**src/rtl/blk_miss_buf.sv**
```systemverilog
module blk_miss_buf #(
  parameter int AW = 32,
  parameter int DW = 32,
  parameter int TW = 2,
  parameter int CW = 16,
  parameter int BLK_BYTES = 64,
  parameter bit WRITE_ALLOC = 1'b1
) (
  input  logic          clk,
  input  logic          rst_n,
  input  logic          req_valid,
  input  logic [AW-1:0] req_addr,
  input  logic          req_write,
  input  logic          req_uncache,
  input  logic          req_need_rsp,
  input  logic [TW-1:0] req_thread,
  input  logic          cwb_valid,
  input  logic [AW-1:0] cwb_addr,
  output logic          blk_miss,
  output logic          blk_wb,
  output logic          breq_miss,
  output logic          breq_wb,
  output logic          bus_valid,
  output logic [AW-1:0] bus_addr,
  output logic [1:0]    bus_cmd,
  output logic          bus_from_wb,
  output logic          bus_fill,
  input  logic          bus_issue,
  input  logic          rsp_valid,
  input  logic          rsp_to_wb,
  input  logic [DW-1:0] rsp_data,
  output logic          tgt_valid,
  output logic [DW-1:0] tgt_data,
  output logic [1:0]    tgt_cmd,
  output logic [TW-1:0] tgt_thread,
  input  logic [AW-1:0] look_addr,
  output logic          look_miss_hit,
  output logic          look_wb_hit,
  input  logic          squash_valid,
  input  logic [TW-1:0] squash_thread,
  output logic [CW-1:0] wb_count,
  output logic          proto_err
);
  localparam int OFS = $clog2(BLK_BYTES);
  localparam logic [1:0] C_WRITE = 2'd1, C_FILL = 2'd2, C_WBACK = 2'd3;

  function automatic logic [AW-1:0] blk_base(input logic [AW-1:0] a);
    return {a[AW-1:OFS], {OFS{1'b0}}};
  endfunction

  logic          m_v, m_s, m_nr, m_f, m_tg;
  logic [AW-1:0] m_a;
  logic [1:0]    m_c;
  logic [TW-1:0] m_t;
  logic          w_v, w_s, w_nr, w_tg;
  logic [AW-1:0] w_a;
  logic [1:0]    w_c;
  logic [TW-1:0] w_t;

  logic to_wb, take_miss, take_wbr, take_cwb, bad;
  logic off_m, off_w, iss_m, iss_w, rsp_m, rsp_w, sq_hit;

  assign to_wb     = req_write & (req_uncache | ~WRITE_ALLOC | ~req_need_rsp);
  assign take_miss = req_valid & ~to_wb & ~m_v;
  assign take_cwb  = cwb_valid & ~w_v;
  assign take_wbr  = req_valid & to_wb & ~w_v & ~cwb_valid;
  assign bad       = (req_valid & (to_wb ? (w_v | cwb_valid) : m_v)) | (cwb_valid & w_v);

  assign off_m  = m_v & ~m_s;
  assign off_w  = ~off_m & w_v & ~w_s;
  assign iss_m  = bus_issue & off_m;
  assign iss_w  = bus_issue & off_w;
  assign rsp_m  = rsp_valid & ~rsp_to_wb & m_v & m_s;
  assign rsp_w  = rsp_valid & rsp_to_wb & w_v & w_s;
  assign sq_hit = squash_valid & m_v & (m_t == squash_thread);

  always_ff @(posedge clk) begin
    if (!rst_n) begin
      m_v <= 1'b0; m_s <= 1'b0; m_nr <= 1'b0; m_f <= 1'b0; m_tg <= 1'b0;
      m_a <= '0; m_c <= '0; m_t <= '0;
    end else if (take_miss) begin
      m_v  <= 1'b1;
      m_s  <= 1'b0;
      m_a  <= blk_base(req_addr);
      m_c  <= {1'b0, req_write};
      m_nr <= req_need_rsp;
      m_tg <= req_need_rsp;
      m_f  <= ~req_uncache;
      m_t  <= req_thread;
    end else if (rsp_m) begin
      m_v <= 1'b0;
    end else if (sq_hit) begin
      m_tg <= 1'b0;
      if (!m_s) m_v <= 1'b0;
    end else if (iss_m) begin
      if (m_nr) m_s <= 1'b1;
      else      m_v <= 1'b0;
    end
  end

  always_ff @(posedge clk) begin
    if (!rst_n) begin
      w_v <= 1'b0; w_s <= 1'b0; w_nr <= 1'b0; w_tg <= 1'b0;
      w_a <= '0; w_c <= '0; w_t <= '0;
    end else if (take_cwb) begin
      w_v  <= 1'b1;
      w_s  <= 1'b0;
      w_a  <= blk_base(cwb_addr);
      w_c  <= C_WBACK;
      w_nr <= 1'b0;
      w_tg <= 1'b0;
      w_t  <= '0;
    end else if (take_wbr) begin
      w_v  <= 1'b1;
      w_s  <= 1'b0;
      w_a  <= blk_base(req_addr);
      w_c  <= C_WRITE;
      w_nr <= req_need_rsp;
      w_tg <= req_need_rsp;
      w_t  <= req_thread;
    end else if (rsp_w) begin
      w_v <= 1'b0;
    end else if (iss_w) begin
      if (w_nr) w_s <= 1'b1;
      else      w_v <= 1'b0;
    end
  end

  always_ff @(posedge clk) begin
    if (!rst_n) begin
      tgt_valid <= 1'b0; tgt_data <= '0; tgt_cmd <= '0; tgt_thread <= '0;
      wb_count <= '0; proto_err <= 1'b0;
    end else begin
      tgt_valid <= (rsp_m & ~m_f & m_tg) | (rsp_w & w_tg);
      if (rsp_m) begin
        tgt_data   <= (m_c == 2'd0) ? rsp_data : '0;
        tgt_cmd    <= m_c;
        tgt_thread <= m_t;
      end else if (rsp_w) begin
        tgt_data   <= '0;
        tgt_cmd    <= w_c;
        tgt_thread <= w_t;
      end
      if (take_cwb) wb_count <= wb_count + 1'b1;
      if (bad) proto_err <= 1'b1;
    end
  end

  assign blk_miss    = m_v;
  assign blk_wb      = w_v;
  assign breq_miss   = m_v & ~m_s;
  assign breq_wb     = w_v & ~w_s;
  assign bus_valid   = off_m | off_w;
  assign bus_from_wb = off_w;
  assign bus_fill    = off_m & m_f;
  assign bus_addr    = off_m ? m_a : (off_w ? w_a : '0);
  assign bus_cmd     = off_m ? (m_f ? C_FILL : m_c) : (off_w ? w_c : 2'd0);

  assign look_miss_hit = m_v & (m_a == blk_base(look_addr));
  assign look_wb_hit   = w_v & (w_a == blk_base(look_addr));
endmodule

```
**config.mk**
```make
export PLATFORM = sky130hd
export DESIGN_NAME = blk_miss_buf
export DESIGN_NICKNAME = d
export VERILOG_FILES = /design/src/rtl/blk_miss_buf.sv
export SDC_FILE = /design/constraint.sdc
export NUM_CORES = 1
export LEC_CHECK = 0
export BUFFER_PORTS_ARGS = -buffer_cell sky130_fd_sc_hd__buf_2
export CORE_MARGIN = 3
export CORE_UTILIZATION = 52
export DETAILED_ROUTE_END_ITERATION = 12
export PLACE_DENSITY = 0.87
export SYNTH_ARGS = -nofsm -noshare
export SYNTH_HDL_FRONTEND = slang
export SYNTH_SLANG_ARGS = --single-unit
```
**constraint.sdc**
```tcl
create_clock -name clk -period 4.91 [get_ports clk]
set_input_delay 0.982 -clock clk [delete_from_list [all_inputs] [get_ports clk]]
set_output_delay 0.982 -clock clk [all_outputs]
set_load 0.005 [all_outputs]
```
==> metrics.yaml, run 1 <==
status:
  status: "complete, no violations"
drt:
  viasPerCell: 5.67
  drtIter0Drc: 431
  drc: 0
  wl_per_cell_um: 17.3
  vias: 5560
  ant_nets: 0
  drtPass1Iterations: 6
  finalWirelength_mm: 16.9
synthesis:
  syn_area_per_cell_um2: 8.78
  yosysSeqAreaShare_pct: 43.3
  yosys.area.top_type_share_pct: 43.3
  synthDistinctLibCells: 54
  synth_edf_count: 0
  synth_area_leaders: "dfxtp_1 (43%), xnor2_1 (8.9%), a21oi_1 (6.2%)"
  synth_top_area_cell: "dfxtp_1"
  yosysWarnings: 0
  synth_area_mm2: 0.00560
  async_reset_ff_share_pct: 0
  ys_ff_latch: 121
  synth_ff_type: "dfxtp_1"
  synth_cells: 638
critical_path:
  critPathKind: "in -> out"
  r2r_start: "blk_miss"
  r2r_cells: 4
  critical_path.startpoint_type: "input port"
  end_kind: "output pin"
  critPathMaxFanout: 2
  rrSetupSlack_ns: 2.57
  required_ns: 3.93
  arrival_ns: 2.62
  crit-reg2reg-capture: "tgt_data[8]"
cells_and_area:
  nFillCells: 845
  diodes: 0
  final_nets: 976
  multi_input_area_mm2: 0.00292
  final_common_cell: "buf_2"
  syn2layout_area_growth_pct: 29.9
  seqCellArea_mm2: 0.00242
  drive_gt1_share_pct: 31.7
  final_cell_mix: "buf_2 (215), dfxtp_1 (121), nand2_1 (71)"
  finalNonFillerCells: 981
  fin_area_mm2: 0.00727
clock_tree:
  clk_latency_ns: 0.50
  h-tree-depth: 4
  hold_buffers: 0
  cts_buffers: 17
  clkSinkCount: 121
  cts_resized: 0
  cts_root_buf: "clkbuf_8"
  cts_buffer_depth: 2
  cts_setup_buffers: 0
  clkTransAtPathRegs_ns: 0.06
  tritoncts: "built"
timing:
  rsz0062_at_grt: "false"
  skew_ns: 0.0129
  slew_headroom_pct: 24.4
  fin_crit_sh_pct: 73.4
  worstMarginPinSlew_ns: 1.13
  final-hold-violation-count: 0
  slew_violations: 0
  max_freq_mhz: 278
  final-setup-viol-count: 0
  post-route-min-period_ns: 3.60
  finalSetupTns_ns: 0
die:
  io-pin-count: 240
  fp.coreArea_mm2: 0.0104
  rows: 37
  initial_utilization_pct: 53.8
  die_w_um: 110
  die_area_mm2: 0.0121
  die_h_um: 110
power_and_ir_drop:
  ir_worst_vdd_uv: 238
  p_total_uw: 2650
  power.density_mw_per_mm2: 364
  p_leak_uw: 0.00338
min_path:
  hp-start: "m_a[30]"
  hold_depth: 2
  min_to: "m_a[30]"
  min_path_type: "reg -> reg"
global_route:
  grt_pass1_wl_mm: 25.5
  gr-usage-met1_pct: 32.5
  grtUsageMet3_pct: 6.75
  grt_pass1_vias: 5277
  grt_max_degree: 57
  grt_util_met2_pct: 46.5
  grt_overflow: 0
  track_usage_pct: 27.1
  busiest_layer: "met2"
  antenna_found_initial: 3
placement:
  place_area_mm2: 0.00667
  dp.cells: 949
  io_buffers: 215
  routabilityCongestion: 0.909
  hpwl_mm: 11.5
run:
  maxCapViolCount: 0
cell usage after synthesis (2+ instances only):
| cell type | count |
|---|---|
| a211o_1 | 2 |
| a211oi_1 | 4 |
| a21oi_1 | 69 |
| a22o_1 | 26 |
| a22oi_1 | 32 |
| a31oi_1 | 3 |
| and2_1 | 3 |
| and3_1 | 2 |
| and4_1 | 2 |
| buf_2 | 16 |
| buf_4 | 8 |
| clkbuf_1 | 24 |
| dfxtp_1 | 121 |
| inv_1 | 8 |
| mux2i_1 | 33 |
| nand2_1 | 71 |
| nand2b_1 | 4 |
| nand3_1 | 8 |
| nand4_1 | 17 |
| nor2_1 | 54 |
| nor2_2 | 2 |
| nor3_1 | 2 |
| nor3b_1 | 2 |
| nor4_1 | 2 |
| o21ai_0 | 29 |
| or3_1 | 2 |
| or4_1 | 3 |
| xnor2_1 | 57 |
| xor2_1 | 7 |
state kept, by name, summed over array words and instances (netlist names), 2 cells and up:
signal      flops
m_t             2
m_a            26
tgt_cmd         2
w_a            26
tgt_thread      2
wb_count       16
w_c             2
w_t             2
tgt_data       32
cells by family (layout without fill, tap and decap cells):
logic type / Yosys count / after routing / synth area share [%]
buffers and inverters: 61 / 263 / 5.23
adder cells (fa/ha/maj): 1 / 1 / 0.223
AND/OR/NAND/NOR: 183 / 183 / 15.5
flip-flops: 121 / 121 / 43.3
other: 1 / 6 / 0.0670
AO/OA/AOI/OAI: 174 / 174 / 19.8
XOR/XNOR: 64 / 64 / 10.0
multiplexers: 33 / 33 / 5.90
critical path, cell delays in order:
cell,delay [ns]
buf_2,0.12
xnor2_1,0.27
nand4_1,0.15
or4_1,0.52
nor4_1,0.39
buf_2,0.19
where the power goes:
group          total [uW]  switching, uW  internal (uW)  leakage [uW]
clock                1260            480            784      0.000295
sequential           1070           45.7           1020      0.000987
combinational         314            172            142       0.00210
total                2650            698           1950       0.00338
through the flow:
| step | hold WS [ns] | utilization, % | worst slack [ns] |
|---|---|---|---|
| floorplan | 0.450 | - | 1.91 |
| global placement | 0.465 | 64.0 | 1.34 |
| detailed placement | 0.473 | 64.0 | 1.32 |
| CTS | 0.482 | 69.8 | 1.32 |
| global route | 0.507 | 69.8 | 1.26 |
| finish | 0.483 | 69.8 | 1.31 |
cell type report:
| cell class | instances | share of cell area [%] |
|---|---|---|
| clock buffers | 17 | 5.69 |
| inverters | 9 | 0.464 |
| flip-flops and latches | 121 | 33.3 |
| clock inverters | 15 | 2.60 |
| well taps | 136 | 2.34 |
| repair buffers | 222 | 15.5 |
| multi-input cells | 461 | 40.1 |
how the worst max path moves through the flow:
stage | start | to | slack (ns) | cells past startpoint
2_1_floorplan | look_addr[21] | look_miss_hit | 1.91 | 4
3_3_place_gp | look_addr[30] | look_miss_hit | 1.34 | 6
4_1_cts | look_addr[30] | look_miss_hit | 1.32 | 6
5_1_grt | look_addr[26] | look_miss_hit | 1.26 | 6
3_5_place_dp | look_addr[30] | look_miss_hit | 1.32 | 6
6_report | look_addr[17] | look_wb_hit | 1.31 | 6
per-layer routing:
metal	wire [um]	vias to the layer above
li1	-	2626
met3	1370	42
met4	458	6
met5	34	-
met2	8250	261
met1	6830	2625
Power figures use the tool's default switching activity.
==> inputs of run 2 (changes only) <==
--- a/config.mk
+++ b/config.mk
@@ -5,11 +5,12 @@
 export SDC_FILE = /design/constraint.sdc
 export NUM_CORES = 1
 export LEC_CHECK = 0
+export ABC_AREA = 1
 export BUFFER_PORTS_ARGS = -buffer_cell sky130_fd_sc_hd__buf_2
 export CORE_MARGIN = 3
-export CORE_UTILIZATION = 52
+export CORE_UTILIZATION = 44
 export DETAILED_ROUTE_END_ITERATION = 12
-export PLACE_DENSITY = 0.87
+export PLACE_DENSITY = 0.78
 export SYNTH_ARGS = -nofsm -noshare
 export SYNTH_HDL_FRONTEND = slang
 export SYNTH_SLANG_ARGS = --single-unit
==> constraint.sdc (replaced) <==
create_clock -name clk -period 3.1 [get_ports clk]
set_input_delay 0.62 -clock clk [delete_from_list [all_inputs] [get_ports clk]]
set_output_delay 0.62 -clock clk [all_outputs]
set_load 0.005 [all_outputs]
==> metrics.yaml, run 2 <==
status:
  status: "complete, no violations"
power_and_ir_drop:
  p_leak_uw: 0.00366  # +8.3%
  p_total_uw: 4570  # +73%
  power.density_mw_per_mm2: 583  # +60%
  ir_worst_vdd_uv: 375  # +58%
clock_tree:
  hold_buffers: 0  # unchanged
  cts_root_buf: "clkbuf_16"
  clkSinkCount: 121  # unchanged
  cts_setup_buffers: 0  # unchanged
  cts_buffers: 17  # unchanged
  h-tree-depth: 4  # unchanged
  clkTransAtPathRegs_ns: 0.06  # about the same
  tritoncts: "built"
  clk_latency_ns: 0.41  # -0.09 ns
  cts_buffer_depth: 2  # unchanged
  cts_resized: 0  # unchanged
min_path:
  hold_depth: 2  # unchanged
  hp-start: "w_c[1]"
  min_path_type: "reg -> reg"
  min_to: "w_c[1]"
critical_path:
  critical_path.startpoint_type: "flip-flop"
  required_ns: 2.48  # -1.45 ns
  critPathMaxFanout: 22  # +20
  critPathKind: "reg -> out"
  path_cells: "nand2_1, buf_4, o21ai_0, buf_2"
  cpLargestDelayFamily: "buffers and inverters"
  critPathBufInv: 2  # unchanged
  end_kind: "output pin"
  rrSetupSlack_ns: 1.12  # -1.45 ns
  r2r_start: "blk_miss"
  arrival_ns: 2.17  # -0.45 ns
  r2r_cells: 6  # +2
  crit-reg2reg-capture: "tgt_thread[1]"
  slowest_delay_ns: 0.51  # about the same
  cpMaxStageDelayCell: "dfxtp_1"
synthesis:
  synth_edf_count: 0  # unchanged
  yosysSeqAreaShare_pct: 40.2  # -3.0 points
  synthDistinctLibCells: 36  # -33%
  synth_top_area_cell: "dfxtp_1"
  ys_ff_latch: 121  # unchanged
  synth_cells: 890  # +39%
  synth_most_common_cell: "nand2_1"
  syn_area_per_cell_um2: 6.76  # -23%
  synthTopCellsByCount: "nand2_1 (190), dfxtp_1 (121), a21oi_1 (109)"
  synth_ff_type: "dfxtp_1"
  yosys.area.top_type_share_pct: 40.2  # -3.0 points
  yosysWarnings: 0  # unchanged
  async_reset_ff_share_pct: 0  # unchanged
  synth_area_leaders: "dfxtp_1 (40%), nand2_1 (12%), a21oi_1 (9.1%)"
  synth_area_mm2: 0.00602  # +7.5%
drt:
  drtPass1Iterations: 6  # unchanged
  drc: 0  # unchanged
  finalWirelength_mm: 19.9  # +18%
  wl_per_cell_um: 15.6  # -9.4%
  ant_nets: 0  # unchanged
  viasPerCell: 5.32  # -6.2%
  vias: 6770  # +22%
  drtIter0Drc: 549  # +27%
timing:
  skew_ns: 0.00970  # -0.00319 ns
  max_freq_mhz: 359
  slew_violations: 0  # unchanged
  final-setup-viol-count: 0  # unchanged
  final-hold-violation-count: 0  # unchanged
  rsz0062_at_grt: "false"
  finalSetupTns_ns: 0  # unchanged
  fin_crit_sh_pct: 89.9
  finalWorstSetupSlack_ns: 0.314  # -0.994 ns
  slew_headroom_pct: 36.7  # +12 points
  worstMarginPinSlew_ns: 0.944  # -0.189 ns
  post-route-min-period_ns: 2.79
die:
  die_area_mm2: 0.0151  # +25%
  fp.coreArea_mm2: 0.0133  # +28%
  rows: 42  # +14%
  initial_utilization_pct: 45.3  # -8.5 points
  die_w_um: 123  # +12%
  die_h_um: 123  # +12%
  io-pin-count: 240  # unchanged
cells_and_area:
  max_flop_register: "tgt_data"
  drive_gt1_share_pct: 24.9  # -6.8 points
  largest_reg_flops: 32  # unchanged
  fin_area_mm2: 0.00785  # +7.8%
  finalNonFillerCells: 1273  # +30%
  top_regs: "tgt_data x32, m_a x26, w_a x26"
  final_cell_mix: "buf_2 (215), nand2_1 (190), dfxtp_1 (121)"
  syn2layout_area_growth_pct: 30.4
  final_common_cell: "buf_2"
  final_nets: 1226  # +26%
run:
  maxCapViolCount: 0  # unchanged
placement:
  io_buffers: 215  # unchanged
  pre_cts_ws_ns: 0.799  # -0.520 ns
  place_area_mm2: 0.00715  # +7.2%
  routabilityCongestion: 0.955  # +5.1%
  hpwl_mm: 13.9  # +20%
  dp.cells: 1239  # +31%
global_route:
  antenna_found_initial: 5  # +2
  grt_pass1_wl_mm: 30.1  # +18%
  grt_max_degree: 54  # -5.3%
  grt_pass1_vias: 6006  # +14%
  grt_overflow: 0  # unchanged
  track_usage_pct: 25.4  # -1.7 points
run 2: metrics by stage:
stage | util, % | hold WS, ns
2_1_floorplan | - | 0.440
3_3_place_gp | 53.8 | 0.450
3_5_place_dp | 53.8 | 0.457
4_1_cts | 59.0 | 0.455
5_1_grt | 59.0 | 0.476
6_report | 59.0 | 0.468
run 2: cell type report:
| class | count | area (um2) |
|---|---|---|
| Antenna cell | 2 | 5.00 |
| Clock buffer | 22 | 474 |
| Clock inverter | 10 | 214 |
| Fill cell | 1262 | 5450 |
| Inverter | 90 | 338 |
| Multi-Input combinational cell | 626 | 3000 |
| Sequential cell | 121 | 2420 |
| Tap cell | 176 | 220 |
| Timing Repair Buffer | 226 | 1170 |
run 2: power by group:
part / total (uW) / switching, uW / leakage [uW] / internal [uW]
Clock: 2300 / 719 / 0.000331 / 1580
Combinational: 594 / 374 / 0.00234 / 220
Sequential: 1680 / 54.4 / 0.000987 / 1630
run 2: per-layer routing:
layer  vias to the layer above  share of wire [%]  track usage, %
met1                      3064                 42            33.4
met5                         -               0.12               0
li1                       3325                  -               -
met3                        43                9.1            6.13
met2                       332                 46            40.8
met4                         6                2.3            8.96
run 2: worst max-delay path by stage:
stage                        start           end  slack (ns)  cells past startpoint
final                     blk_miss  bus_addr[30]        0.31                      4
after global routing      blk_miss  bus_addr[23]        0.29                      4
after CTS                 blk_miss  bus_addr[30]        0.35                      4
after detailed placement  blk_miss  bus_addr[30]        0.80                      4
after global placement    blk_miss  bus_addr[30]        0.79                      4
after floorplan             blk_wb  bus_addr[14]        1.32                      7
run 2: tightest hold or removal path, delay by kind of cell, from the launching register on:
kind	cells	cell delay, ns
flip-flops	1	0.31
AO/OA/AOI/OAI	1	0.05
AND/OR/NAND/NOR	1	0.06
run 2: cell families (layout without fill, tap and decap cells):
group	after synthesis	in the layout	synth area share [%]
AND/OR/NAND/NOR	376	376	27.0
AO/OA/AOI/OAI	225	225	19.6
buffers and inverters	148	348	10.3
flip-flops	121	121	40.2
XOR/XNOR	18	18	2.62
adder cells (fa/ha/maj)	1	1	0.208
other	1	8	0.0623
==> inputs of run 3 (changes only) <==
--- a/config.mk
+++ b/config.mk
@@ -8,9 +8,9 @@
 export ABC_AREA = 1
 export BUFFER_PORTS_ARGS = -buffer_cell sky130_fd_sc_hd__buf_2
 export CORE_MARGIN = 3
-export CORE_UTILIZATION = 44
+export CORE_UTILIZATION = 53
 export DETAILED_ROUTE_END_ITERATION = 12
-export PLACE_DENSITY = 0.78
+export PLACE_DENSITY = 0.87
 export SYNTH_ARGS = -nofsm -noshare
 export SYNTH_HDL_FRONTEND = slang
 export SYNTH_SLANG_ARGS = --single-unit
==> constraint.sdc (replaced) <==
create_clock -name clk -period 3.32 [get_ports clk]
set_input_delay 0.664 -clock clk [delete_from_list [all_inputs] [get_ports clk]]
set_output_delay 0.664 -clock clk [all_outputs]
set_load 0.01 [all_outputs]
==> metrics.yaml, run 3 (synthesized netlist as in run 2, its figures left out) <==
power_and_ir_drop:
  ir_worst_vdd_uv: 565  # +51%
  p_total_uw: 3910  # -14%
  power.density_mw_per_mm2: 510  # -13%
  p_leak_uw: 0.00361  # -1.5%
critical_path:
  end_kind: "output pin"
  path_cells: "inv_2, nor2_2, nand2_2, inv_2, nand2_1, o21ai_0, buf_2"
  critical_path.startpoint_type: "flip-flop"
  arrival_ns: 2.20  # +0.03 ns
  r2r_cells: 5  # -1
  required_ns: 2.66  # +0.18 ns
  path_common_cell: "inv_2"
  critPathMaxFanout: 18  # -18%
  rrSetupSlack_ns: 1.39  # +0.27 ns
  r2r_start: "blk_miss"
  critPathKind: "reg -> out"
  slowest_delay_ns: 0.44  # -0.07 ns
  cpMaxStageDelayCell: "dfxtp_1"
  crit_start: "blk_wb"
  crit-reg2reg-capture: "m_a[29]"
die:
  io-pin-count: 240  # unchanged
  rows: 38  # -9.5%
  initial_utilization_pct: 54.8  # +9.5 points
  fp.coreArea_mm2: 0.0110  # -17%
  die_w_um: 113  # -8.5%
  die_h_um: 113  # -8.5%
  die_area_mm2: 0.0127  # -16%
placement:
  routabilityCongestion: 0.967  # +1.2%
  hpwl_mm: 13.4  # -3.4%
  io_buffers: 215  # unchanged
timing:
  fin_crit_sh_pct: 86.1
  whs_ns: 0.472  # +0.00401 ns
  final-setup-viol-count: 0  # unchanged
  slew_violations: 0  # unchanged
  worstMarginPinSlew_ns: 0.969  # +0.0252 ns
  slew_headroom_pct: 35.0  # -1.7 points
  final-hold-violation-count: 0  # unchanged
  finalSetupTns_ns: 0  # unchanged
  max_freq_mhz: 350
  skew_ns: 0.0106  # +0.000903 ns
  post-route-min-period_ns: 2.86
  rsz0062_at_grt: "false"
cells_and_area:
  top_regs: "tgt_data x32, m_a x26, w_a x26"
  final_cell_mix: "buf_2 (215), nand2_1 (190), dfxtp_1 (121)"
  nFillCells: 977  # -23%
  multi_input_area_mm2: 0.00300  # unchanged
  syn2layout_area_growth_pct: 27.6
  drive_gt1_share_pct: 25.1  # +0.16 points
  seqCellArea_mm2: 0.00242  # unchanged
  utilization_pct: 69.9  # +11 points
  largest_reg_flops: 32  # unchanged
  final_nets: 1227  # +0.082%
  final_common_cell: "buf_2"
  max_flop_register: "tgt_data"
drt:
  ant_nets: 0  # unchanged
  drtIter0Drc: 861  # +57%
  wl_per_cell_um: 15.9  # +1.7%
  finalWirelength_mm: 19.7  # -1.1%
  drtPass1Iterations: 8  # +2
  vias: 7005  # +3.5%
  drc: 0  # unchanged
  viasPerCell: 5.66  # +6.4%
global_route:
  grt_pass1_wl_mm: 30.4  # +1.1%
  antenna_found_initial: 3  # -2
  grt_max_degree: 53  # -1.9%
  grt_overflow: 0  # unchanged
  track_usage_pct: 29.9  # +4.4 points
  grt_pass1_vias: 6275  # +4.5%
clock_tree:
  cts_buffers: 17  # unchanged
  clkSinkCount: 121  # unchanged
  cts_resized: 0  # unchanged
  cts_root_buf: "clkbuf_16"
  hold_buffers: 0  # unchanged
  tritoncts: "built"
  cts_setup_buffers: 0  # unchanged
  clk_latency_ns: 0.42  # about the same
  cts_buffer_depth: 2  # unchanged
  clkTransAtPathRegs_ns: 0.06  # about the same
  h-tree-depth: 4  # unchanged
min_path:
  hp-start: "w_c[1]"
  min_to: "w_c[1]"
  min_path_type: "reg -> reg"
  hold_depth: 2  # unchanged
status:
  status: "complete, no violations"
run:
  maxCapViolCount: 0  # unchanged
[run 3: changes by cell type in the layout (fill, tap and decap cells not counted)]
cell	delta
buf_4	+2
clkbuf_8	-3
clkinv_2	+1
buf_12	-1
inv_6	+4
bufinv_16	-5
clkinv_4	+3
inv_8	+1
clkbuf_1	-1
[run 3: power breakdown]
part	internal [uW]	leakage, uW	switching [uW]
Combinational	203	0.00234	367
Clock	1050	0.000278	722
Sequential	1520	0.000987	51.8
Total	2770	0.00361	1140
[run 3: area by class of cell]
class	instances	area share [%]
well taps	140	2.28
clock buffers	18	5.59
repair buffers	227	15.2
inverters	90	4.40
diodes	2	0.0652
clock inverters	14	1.84
multi-input cells	626	39.1
flip-flops and latches	121	31.6
[run 3: worst max-delay path by stage]
stage | to | slack (ns)
floorplan | bus_addr[14] | 1.34
global placement | bus_addr[21] | 0.95
detailed placement | bus_addr[21] | 0.93
CTS | bus_addr[21] | 0.48
global route | bus_addr[6] | 0.32
finish | bus_addr[6] | 0.46
[run 3: critical path: cells and delay by family, from the launching register on]
family | cells | cell delay (ns)
and+or+nand+nor | 3 | 0.48
buffers and inverters | 3 | 0.70
DFF | 1 | 0.44
AOI/OAI and AO/OA | 1 | 0.15
[run 3: per-stage QoR]
| stage | cell area (um2) | std cells | setup WS [ns] |
|---|---|---|---|
| finish | 7680 | 1238 | 0.461 |
| global route | 7670 | 1237 | 0.318 |
| CTS | 7670 | 1236 | 0.477 |
| detailed placement | 7100 | 1204 | 0.925 |
| global placement | 7100 | 1204 | 0.950 |
| floorplan | 6040 | 895 | 1.34 |
[run 3: per-layer routing]
layer | part of all wire (%) | vias to the layer above | GRT usage, %
met4 | 4.3 | 4 | 15.1
li1 | - | 3330 | -
met2 | 46 | 404 | 48.1
met1 | 40 | 3181 | 37.3
met5 | 0.11 | - | 0
met3 | 9.5 | 86 | 7.17
